--- src/rtl/mtseq_pkg.sv ---
`timescale 1ns/1ps
package mtseq_pkg;

    parameter int RF_AW   = 3;
    parameter int IMM_AW  = 4;
    parameter int PORT_AW = 3;
    parameter int ALU_OPW = 3;
    parameter int OP1_SW  = 2;
    parameter int INSEL_W = 2;
    parameter int DSEL_W  = 2;

    localparam int NUM_STEPS = 13;
    localparam int STEP_W    = $clog2(NUM_STEPS);

    typedef enum logic [STEP_W-1:0] {
        ST_IDLE = 4'd0,
        ST_A0   = 4'd1,
        ST_A1   = 4'd2,
        ST_A2   = 4'd3,
        ST_A3   = 4'd4,
        ST_A4   = 4'd5,
        ST_A5   = 4'd6,
        ST_WAIT = 4'd7,
        ST_B0   = 4'd8,
        ST_B1   = 4'd9,
        ST_B2   = 4'd10,
        ST_B3   = 4'd11,
        ST_B4   = 4'd12
    } step_e;

    typedef struct packed {
        logic [RF_AW-1:0]   rf_rd_addr;
        logic [RF_AW-1:0]   rf_wr_addr;
        logic               rf_we;
        logic [INSEL_W-1:0] rf_in_sel;
        logic [IMM_AW-1:0]  imm_addr;
        logic [ALU_OPW-1:0] alu_op;
        logic [OP1_SW-1:0]  op1_sel;
        logic               op2_sel;
        logic [DSEL_W-1:0]  io_dsel;
        logic               io_we;
        logic [PORT_AW-1:0] io_addr;
        logic               evt0;
        logic               evt1;
    } ctrl_t;

    localparam ctrl_t CTRL_DEFAULT = '0;

    localparam logic [INSEL_W-1:0] INSEL_IMM = INSEL_W'(2'b01);
    localparam logic [INSEL_W-1:0] INSEL_ALU = INSEL_W'(2'b11);

    // Branch predicate: block B runs only for flags 0,1,1
    function automatic logic take_block_b(input logic f0, input logic f1, input logic f2);
        return !f0 && f1 && f2;
    endfunction

    // Program-order successor of a step
    function automatic step_e step_after(input step_e s);
        case (s)
            ST_A0:   return ST_A1;
            ST_A1:   return ST_A2;
            ST_A2:   return ST_A3;
            ST_A3:   return ST_A4;
            ST_A4:   return ST_A5;
            ST_A5:   return ST_WAIT;
            ST_B0:   return ST_B1;
            ST_B1:   return ST_B2;
            ST_B2:   return ST_B3;
            ST_B3:   return ST_B4;
            default: return ST_IDLE;
        endcase
    endfunction

    // Control word of each step; unnamed fields keep their default
    function automatic ctrl_t ctrl_of(input step_e s);
        ctrl_t c;
        c = CTRL_DEFAULT;
        case (s)
            ST_A0: begin
                c.rf_in_sel = INSEL_IMM;
                c.imm_addr  = IMM_AW'(0);
            end
            ST_A1: begin
                c.rf_we      = 1'b1;
                c.rf_wr_addr = RF_AW'(2);
            end
            ST_A2: begin
                c.alu_op  = ALU_OPW'(3'b000);
                c.op1_sel = '0;
                c.op2_sel = 1'b0;
            end
            ST_A3: begin
                c.rf_in_sel  = INSEL_ALU;
                c.rf_we      = 1'b1;
                c.rf_wr_addr = RF_AW'(1);
            end
            ST_A4: begin
                c.alu_op  = ALU_OPW'(3'b010);
                c.op1_sel = '0;
                c.op2_sel = 1'b0;
            end
            ST_A5: begin
                c.rf_in_sel  = INSEL_ALU;
                c.rf_we      = 1'b1;
                c.rf_wr_addr = RF_AW'(0);
            end
            ST_B0: begin
                c.rf_in_sel = INSEL_IMM;
                c.imm_addr  = IMM_AW'(6);
            end
            ST_B1: begin
                c.rf_we      = 1'b1;
                c.rf_wr_addr = RF_AW'(1);
            end
            ST_B2: begin
                c.io_dsel    = DSEL_W'(2'b01);
                c.io_we      = 1'b1;
                c.io_addr    = PORT_AW'(4);
                c.rf_rd_addr = RF_AW'(1);
            end
            ST_B3:   c.evt0 = 1'b1;
            ST_B4:   c.evt1 = 1'b1;
            default: c = CTRL_DEFAULT;
        endcase
        return c;
    endfunction

endpackage

--- src/rtl/mtseq_next.sv ---
`timescale 1ns/1ps
module mtseq_next
    import mtseq_pkg::*;
(
    input  step_e cur,
    input  logic  task_en,
    input  logic  gt0,
    input  logic  gt1,
    input  logic  gt2,
    output step_e nxt
);

    logic branch_b;

    assign branch_b = take_block_b(gt0, gt1, gt2);

    always_comb begin
        case (cur)
            ST_IDLE: nxt = task_en ? ST_A0 : ST_IDLE;
            ST_WAIT: nxt = branch_b ? ST_B0 : ST_A0;
            ST_B4:   nxt = ST_A0;
            default: nxt = step_after(cur);
        endcase
    end

endmodule

--- src/rtl/mtseq_decode.sv ---
`timescale 1ns/1ps
module mtseq_decode
    import mtseq_pkg::*;
(
    input  step_e cur,
    output ctrl_t ctrl
);

    always_comb begin
        ctrl = ctrl_of(cur);
    end

endmodule

--- src/rtl/mtask_sequencer.sv ---
`timescale 1ns/1ps
module mtask_sequencer
    import mtseq_pkg::*;
(
    input  logic               clk,
    input  logic               rst,
    input  logic               task_en,
    input  logic               gt0,
    input  logic               gt1,
    input  logic               gt2,
    output logic [RF_AW-1:0]   rf_rd_addr,
    output logic [RF_AW-1:0]   rf_wr_addr,
    output logic               rf_we,
    output logic [INSEL_W-1:0] rf_in_sel,
    output logic [IMM_AW-1:0]  imm_addr,
    output logic [ALU_OPW-1:0] alu_op,
    output logic [OP1_SW-1:0]  op1_sel,
    output logic               op2_sel,
    output logic [DSEL_W-1:0]  io_dsel,
    output logic               io_we,
    output logic [PORT_AW-1:0] io_addr,
    output logic               evt0,
    output logic               evt1
);

    step_e step_q;
    step_e step_d;
    ctrl_t ctrl;

    mtseq_next next_i (
        .cur     (step_q),
        .task_en (task_en),
        .gt0     (gt0),
        .gt1     (gt1),
        .gt2     (gt2),
        .nxt     (step_d)
    );

    always_ff @(posedge clk) begin
        if (rst) step_q <= ST_IDLE;
        else     step_q <= step_d;
    end

    mtseq_decode decode_i (
        .cur  (step_q),
        .ctrl (ctrl)
    );

    assign rf_rd_addr = ctrl.rf_rd_addr;
    assign rf_wr_addr = ctrl.rf_wr_addr;
    assign rf_we      = ctrl.rf_we;
    assign rf_in_sel  = ctrl.rf_in_sel;
    assign imm_addr   = ctrl.imm_addr;
    assign alu_op     = ctrl.alu_op;
    assign op1_sel    = ctrl.op1_sel;
    assign op2_sel    = ctrl.op2_sel;
    assign io_dsel    = ctrl.io_dsel;
    assign io_we      = ctrl.io_we;
    assign io_addr    = ctrl.io_addr;
    assign evt0       = ctrl.evt0;
    assign evt1       = ctrl.evt1;

endmodule

--- config.mk ---
export PLATFORM = sky130hd
export DESIGN_NAME = mtask_sequencer
export DESIGN_NICKNAME = d
export VERILOG_FILES = /design/src/rtl/mtseq_pkg.sv /design/src/rtl/mtseq_next.sv /design/src/rtl/mtseq_decode.sv /design/src/rtl/mtask_sequencer.sv
export SDC_FILE = /design/constraint.sdc
export NUM_CORES = 1
export LEC_CHECK = 0
export BUFFER_PORTS_ARGS = -buffer_cell sky130_fd_sc_hd__buf_2
export CORE_MARGIN = 3
export CORE_UTILIZATION = 45
export DETAILED_ROUTE_END_ITERATION = 8
export PLACE_DENSITY = 0.77
export SETUP_SLACK_MARGIN = 0.05
export SYNTH_ARGS = -nofsm -noshare
export SYNTH_HDL_FRONTEND = slang
export SYNTH_SLANG_ARGS = --single-unit
--- constraint.sdc ---
create_clock -name clk -period 2.2 [get_ports clk]
set_input_delay 0.11 -clock clk [delete_from_list [all_inputs] [get_ports clk]]
set_output_delay 0.11 -clock clk [all_outputs]
set_load 0.02 [all_outputs]
==> flow_summary.toml, run 1 <==
[power]
ir_drop_uv = 251
power_leakage_nw = 0.420
p_per_area_nw_per_um2 = 466
power.total_uw = 349

[final_layout]
layout_commonest_cell = "buf_2"
drive_above_1_share = 0.371
nNetsFinal = 108
final_core_util = 0.530
multi_input_area_sq_um = 422
final_cell_mix = "buf_2 (19), conb_1 (13), dfxtp_1 (7), inv_1 (6), nor2_1 (5)"
seqCellArea_sq_um = 161
n_antenna_cell = 0
fillerInstances = 138
syn_to_final_growth_pct = 2.57

[synth]
ys_seq_area_frac = 0.219
synth_area_per_cell_sq_um = 8.70
synth-main-ff-cell = "dfxtp_1"
synth_async_sr_flop_share = 0
yosysWarnings = 0
ys_types = 34
syn_inst = 84
synth_seq_cells = 8
synthesis.area_sq_um = 731
synth_edf_count = 0

[grt]
grt.total_usage = 0.108
grt.overflow.total = 0
grt_pass1_wl_um = 1580
grt_max_degree = 13
grt_antenna_before_repair = 0
first_global_vias = 409

[drt]
first_iter_violations = 9
wl_per_cell_um = 10.2
drt_wl_total_um = 1140
via_per_inst = 4.81
drtAntennaViolNets = 0
dr.pass1.iters = 4
vias = 539
drc = 0

[timing]
fin_crit_ns = 1.97
fmax_mhz = 507
setup_viol = 0
tns_ns = 0
hold_slack_ns = 0.152
hold_viol_final = 0
rsz0062_at_grt = "false"
fin_skew_ns = 0.000342
slew_viol_final = 0
min_period_over_period = 0.897

[outcome]
status = "finished, final reports clean"

[run]
drv_cap = 0

[setup_path]
crit_fanout = 12
reg2regPathDepth = 7
start_kind = "register"
cp.required_ns = 2.34
crit_path_end_kind = "register"
path_class = "register to register"
critPathArrivalTime_ns = 2.11
reg2reg_slack_ns = 0.23
r2r_start = "step_q[1]$_SDFF_PP0_"

[floorplan]
initial_core_util = 0.516
rows = 13
num_io_pins = 33
fp.dieH_um = 46.3
coreArea_sq_um = 1420
die-area_sq_um = 2140
die_x_um = 46.3

[cts]
insertion_delay_ns = 0.25
cts.clk_slew.worst_paths_ns = 0.05
hold_buffers = 0
root_buffer = "clkbuf_4"
cts_buffers = 3
cts_tree = "yes"
cts_resized = 0
cts_sinks = 8
clockBufferDepth = 2
cts_setup_buffers = 0
cts_max_level = 1

[hold_path]
min_path_type = "input pin to register"
hold_end = "step_q[1]$_SDFF_PP0_"
min_from = "rst"
worstHoldPathCells = 2

[placed_design]
globalplace.congestion = 0.856
dp_hpwl_um = 909
portBuffers = 19
==> layer usage <==
layer | global-route usage | part of all wire
met1 | 0.123 | 0.45
met4 | 0.131 | 0.034
met3 | 0.0117 | 0.089
met2 | 0.157 | 0.43
met5 | 0 | 0
==> logic make-up after synthesis <==
| kind of cell | Yosys count | synth area share |
|---|---|---|
| AO/OA/AOI/OAI | 13 | 0.154 |
| XOR/XNOR | 2 | 0.0240 |
| adder cells (fa/ha/maj) | 3 | 0.0514 |
| buffers and inverters | 28 | 0.265 |
| flip-flops | 8 | 0.219 |
| multiplexers | 1 | 0.0154 |
| other | 1 | 0.00513 |
| AND/OR/NAND/NOR | 28 | 0.265 |
==> worst max-delay path, stage by stage (launching register included) <==
cell and delay, ns:
dfxtp_1 0.56, nor2_1 0.09, nand3_2 0.15, nand3_2 0.12, nor3b_1 0.37, ha_1 0.22, a31oi_1 0.04, mux2_1 0.29
==> cells in the mapped netlist (2+ instances only) <==
master | instances | area (sq um)
xnor2_1 | 2 | 17.5
nor3_1 | 2 | 10.0
nor2_2 | 2 | 12.5
nor3b_1 | 2 | 15.0
nand3_2 | 3 | 30.0
nand3_1 | 2 | 10.0
buf_4 | 17 | 128
nor2_1 | 5 | 18.8
nand2_1 | 4 | 15.0
o31ai_1 | 3 | 22.5
ha_1 | 3 | 37.5
a21oi_1 | 2 | 10.0
buf_6 | 3 | 33.8
inv_1 | 6 | 22.5
buf_2 | 2 | 10.0
dfxtp_1 | 8 | 160
==> power breakdown <==
group	leakage [nW]	total [mW]	internal, mW	switching, mW
combinational	0.341	0.0732	0.0253	0.0480
clock	0.0138	0.113	0.0625	0.0504
sequential	0.0653	0.163	0.152	0.0108
total	0.420	0.349	0.240	0.109
==> worst max-delay path by stage <==
stage / startpoint / end / slack (ns) / cells past startpoint
2_1_floorplan: step_q[0]$_SDFF_PP0_ / register / 0.46 / 8
3_3_place_gp: step_q[0]$_SDFF_PP0_ / register / 0.31 / 7
3_5_place_dp: step_q[0]$_SDFF_PP0_ / register / 0.21 / 7
4_1_cts: step_q[0]$_SDFF_PP0_ / register / 0.20 / 7
5_1_grt: step_q[1]$_SDFF_PP0_ / register / 0.06 / 7
6_report: step_q[1]$_SDFF_PP0_ / register / 0.23 / 7
==> per-stage QoR <==
stage | cells | cell area, sq um | worst slack [ns]
finish | 112 | 749 | 0.227
floorplan | 96 | 776 | 0.462
global placement | 109 | 726 | 0.307
CTS | 112 | 748 | 0.197
global route | 112 | 749 | 0.0639
detailed placement | 109 | 726 | 0.208
==> cell type report <==
type	count	share of cell area
Multi-Input combinational cell	60	0.563
Timing Repair Buffer	20	0.137
Inverter	6	0.0301
Sequential cell	8	0.215
Clock buffer	3	0.0301
Tap cell	15	0.0250
Power figures use the tool's default switching activity.
==> run 2, diff against run 1 <==
--- a/config.mk
+++ b/config.mk
@@ -10,6 +10,7 @@
 export CORE_UTILIZATION = 45
 export DETAILED_ROUTE_END_ITERATION = 8
 export PLACE_DENSITY = 0.77
+export REMOVE_ABC_BUFFERS = 1
 export SETUP_SLACK_MARGIN = 0.05
 export SYNTH_ARGS = -nofsm -noshare
 export SYNTH_HDL_FRONTEND = slang
==> run 2 against run 1 <==
Net effect:
- clock skew grew 0.00073 ns
- via count rose by 1.7%
- sequential power about the same
- utilization did not move
- critical path type unchanged
- highest routed layer is now met3
==> flow_summary.toml, run 2 (same netlist as run 1, synthesis figures left out) <==
[grt]
grt_use_met3 = 0.0625
grt_busiest_layer = "met2"
grt_antenna_before_repair = 0
grt_max_degree = 13
grt_pass1_wl_um = 1930
grt.total_usage = 0.127
first_global_vias = 490
grt.overflow.total = 0
gr-usage-met1 = 0.138
met2_usage = 0.214

[drt]
drc = 0
vias = 548
via_per_inst = 4.89
drtAntennaViolNets = 0
drt_wl_total_um = 1260
wl_per_cell_um = 11.2
dr.pass1.iters = 3
first_iter_violations = 5

[timing]
tns_ns = 0
hold_viol_final = 0
min_period_over_period = 0.915
fmax_mhz = 497
fin_crit_ns = 2.01
setup_viol = 0
fin_skew_ns = 0.00107
rsz0062_at_grt = "false"
slew_viol_final = 0
hold_slack_ns = 0.146

[cts]
cts_sinks = 8
root_buffer = "clkbuf_4"
clockBufferDepth = 2
cts_buffers = 3
insertion_delay_ns = 0.25
cts_tree = "yes"
cts.clk_slew.worst_paths_ns = 0.05
cts_max_level = 1
hold_buffers = 0

[power]
power.total_uw = 348
ir_drop_uv = 351
netSwitchingFraction = 0.312
p_per_area_nw_per_um2 = 464
p_seq_frac = 0.468
switching_power_uw = 108
power_leakage_nw = 0.420
clockPowerShare = 0.320
p_int_uw = 239
comb_power_share = 0.213

[placed_design]
dp_hpwl_um = 968
globalplace.congestion = 0.789
portBuffers = 19
dp_cells = 109

[setup_path]
crit_fanout = 11
cp.required_ns = 2.34
start_kind = "register"
critPathArrivalTime_ns = 2.15
crit_path_end_kind = "register"
path_class = "register to register"

[floorplan]
fp.dieH_um = 46.3
num_io_pins = 33
coreArea_sq_um = 1420
die-area_sq_um = 2140
die_x_um = 46.3
initial_core_util = 0.516
rows = 13

[final_layout]
drive_above_1_share = 0.371
layout_commonest_cell = "buf_2"
n_antenna_cell = 0
final_cell_mix = "buf_2 (19), conb_1 (13), dfxtp_1 (7), inv_1 (6), nor2_1 (5)"
stdcell_count = 112
nNetsFinal = 108
syn_to_final_growth_pct = 2.57
final_core_util = 0.530

[run]
drv_cap = 0

[outcome]
status = "finished, final reports clean"

[hold_path]
min_path_type = "input pin to register"
[run 2: cell counts in the layout (fill, tap and decap cells not counted)]
Identical to the previous run, type by type.
[run 2: stage by stage]
step / setup slack [ns] / area (sq um)
CTS: 0.187 / 748
floorplan: 0.293 / 604
finish: 0.187 / 749
global placement: 0.297 / 726
global route: 0.0539 / 749
detailed placement: 0.207 / 726
[run 2: worst paths after layout]
kind,start,end,slack (ns),cells past startpoint
hold / removal,rst,step_q[1]$_SDFF_PP0_,0.15,2
setup / recovery,step_q[0]$_SDFF_PP0_,register,0.19,7
hold reg to reg,register,step_q[1]$_SDFF_PP0_,0.46,1
setup reg to reg,step_q[0]$_SDFF_PP0_,register,0.19,7
[run 2: cell type report]
| cell class | count | area, sq um |
|---|---|---|
| clock buffers | 3 | 22.5 |
| fillers | 153 | 666 |
| inverters | 6 | 22.5 |
| multi-input cells | 60 | 422 |
| flip-flops and latches | 8 | 161 |
| well taps | 15 | 18.8 |
| repair buffers | 20 | 103 |
[run 2: repair_timing]
item,CTS,global route
setup buffers,0,0
setup endpoints to repair,0,1
gates resized for setup,0,1
[run 2: power groups by stage]
stage / clock (mW) / sequential (mW) / combinational (mW)
after floorplan: 0 / 0.163 / 0.0580
after global placement: 0 / 0.165 / 0.0713
after detailed placement: 0 / 0.165 / 0.0738
after CTS: 0.113 / 0.162 / 0.0739
after global routing: 0.125 / 0.163 / 0.0807
final: 0.111 / 0.163 / 0.0739
[run 2: layer usage]
layer	wire [um]	vias up	share of wire
li1	-	280	-
met1	511	246	0.41
met2	639	22	0.51
met3	104	0	0.083
met4	0	0	0
met5	0	-	0
[run 2: worst max-delay path, cell delays in order, from the launching register on]
cell	delay [ns]
dfxtp_1	0.58
nor2_1	0.12
nand3_2	0.15
nand3_2	0.12
nor3b_1	0.38
ha_1	0.22
a31oi_1	0.04
mux2_1	0.29
==> run 3, diff against run 2 <==
--- a/config.mk
+++ b/config.mk
@@ -6,10 +6,11 @@
 export NUM_CORES = 1
 export LEC_CHECK = 0
 export BUFFER_PORTS_ARGS = -buffer_cell sky130_fd_sc_hd__buf_2
+export CAP_MARGIN = 20
 export CORE_MARGIN = 3
 export CORE_UTILIZATION = 45
 export DETAILED_ROUTE_END_ITERATION = 8
-export PLACE_DENSITY = 0.77
+export PLACE_DENSITY = 0.78
 export REMOVE_ABC_BUFFERS = 1
 export SETUP_SLACK_MARGIN = 0.05
 export SYNTH_ARGS = -nofsm -noshare
==> run 3 against run 2 <==
Net effect:
- via count is 0.73% lower
- critical path depth stayed put
- routed wire length is 4.2% higher
- sequential power hardly changed
- count of clock-buffer cells in the layout stayed put
- clock power hardly changed
- setup slack better by 0.11 ns
- critical path type unchanged
- highest routed layer is now met4
==> flow_summary.toml, run 3 (same netlist as run 1, synthesis figures left out) <==
[cts]
root_buffer = "clkbuf_4"
cts_max_level = 1
insertion_delay_ns = 0.25
cts.clk_slew.worst_paths_ns = 0.05
cts_tree = "yes"
cts_sinks = 8
cts_buffers = 3
cts_setup_buffers = 0
clockBufferDepth = 2

[power]
power.total_uw = 348
clockPowerShare = 0.313
netSwitchingFraction = 0.309
p_per_area_nw_per_um2 = 461
ir_drop_uv = 421
comb_power_share = 0.217
p_seq_frac = 0.470
switching_power_uw = 107
p_int_uw = 240
power_leakage_nw = 0.421

[floorplan]
num_io_pins = 33
rows = 13
die_x_um = 46.3
die-area_sq_um = 2140
fp.dieH_um = 46.3
initial_core_util = 0.516
coreArea_sq_um = 1420

[grt]
first_global_vias = 504
grt.overflow.total = 0
grt_max_degree = 13
grt_antenna_before_repair = 0
grt.total_usage = 0.138
grt_pass1_wl_um = 2100

[timing]
slew_viol_final = 0
setup_viol = 0
fin_crit_ns = 1.90
rsz0062_at_grt = "false"
fin_skew_ns = 0.00307
fin_ws_ns = 0.300
fmax_mhz = 526
min_period_over_period = 0.864
hold_viol_final = 0
tns_ns = 0

[placed_design]
dp_hpwl_um = 1030
dp_cells = 109
portBuffers = 19
pre_cts_ws_ns = 0.150
globalplace.congestion = 0.779

[run]
drv_cap = 0

[drt]
dr.pass1.iters = 4
wl_per_cell_um = 11.7
first_iter_violations = 4
drtAntennaViolNets = 0
drc = 0
drt_wl_total_um = 1310
vias = 544
via_per_inst = 4.86

[setup_path]
reg2regPathDepth = 7
cp.required_ns = 2.33
crit_slowest_cell = "dfxtp_1"
slowest_delay_ns = 0.56
r2r_start = "step_q[1]$_SDFF_PP0_"
critPathArrivalTime_ns = 2.03
startpoint = "step_q[1]$_SDFF_PP0_"
reg2reg_slack_ns = 0.30
cp_common_cell = "nand3_2"
crit_path_end_kind = "register"
crit_chain = "nor2_1 -> nand3_2 -> nand3_2 -> nor3b_2 -> ha_1 -> a31oi_1 -> mux2_1"
path_class = "register to register"
crit_fanout = 12
start_kind = "register"

[final_layout]
final_cell_mix = "buf_2 (19), conb_1 (13), dfxtp_1 (7), inv_1 (6), nor2_1 (5)"
layout_commonest_cell = "buf_2"
nNetsFinal = 108
drive_above_1_share = 0.381
stdcell_count = 112
n_antenna_cell = 0
final_core_util = 0.533
syn_to_final_growth_pct = 3.25

[hold_path]
min_path_type = "input pin to register"

[outcome]
status = "finished, final reports clean"
## run 3: final cells by class
type / instances / area, sq um
clock buffers: 3 / 22.5
fillers: 137 / 661
inverters: 6 / 22.5
multi-input cells: 60 / 427
flip-flops and latches: 8 / 161
well taps: 15 / 18.8
repair buffers: 20 / 103
## run 3: worst min-delay path by stage
stage          slack (ns)  cells after the start  start              endpoint
2_1_floorplan        0.19                      1    rst  step_q[1]$_SDFF_PP0_
3_3_place_gp         0.41                      2    rst  step_q[2]$_SDFF_PP0_
3_5_place_dp         0.42                      2    rst  step_q[1]$_SDFF_PP0_
4_1_cts              0.15                      2    rst  step_q[2]$_SDFF_PP0_
5_1_grt              0.17                      2    rst  step_q[2]$_SDFF_PP0_
6_report             0.16                      2    rst  step_q[2]$_SDFF_PP0_
## run 3: power groups by stage
stage / Sequential, mW / Clock (mW) / Combinational (mW)
2_1_floorplan: 0.163 / 0 / 0.0580
3_3_place_gp: 0.165 / 0 / 0.0711
3_5_place_dp: 0.166 / 0 / 0.0739
4_1_cts: 0.163 / 0.114 / 0.0740
5_1_grt: 0.165 / 0.123 / 0.0826
6_report: 0.163 / 0.109 / 0.0754
## run 3: metal layers
| layer | part of all wire | global-route usage |
|---|---|---|
| met2 | 0.45 | 0.201 |
| met4 | 0.029 | 0.0682 |
| met1 | 0.41 | 0.170 |
| met5 | 0 | 0 |
| met3 | 0.10 | 0.0625 |
## run 3: repair_timing
action | CTS | global route
hold buffers | 0 | 0
setup endpoints to repair | 0 | 1
resized for setup | 0 | 2
## run 3: worst max-delay path: cells and delay by family, from the launching register on
family          cells  cell delay [ns]
flops               1             0.56
compound gates      1             0.05
mux                 1             0.31
fa+ha+maj           1             0.20
simple gates        4             0.66
## run 3: metrics by stage
| step | hold WS [ns] | instance area (sq um) |
|---|---|---|
| after detailed placement | 0.416 | 726 |
| final | 0.165 | 754 |
| after CTS | 0.146 | 748 |
| after global placement | 0.413 | 726 |
| after floorplan | 0.186 | 604 |
| after global routing | 0.169 | 754 |
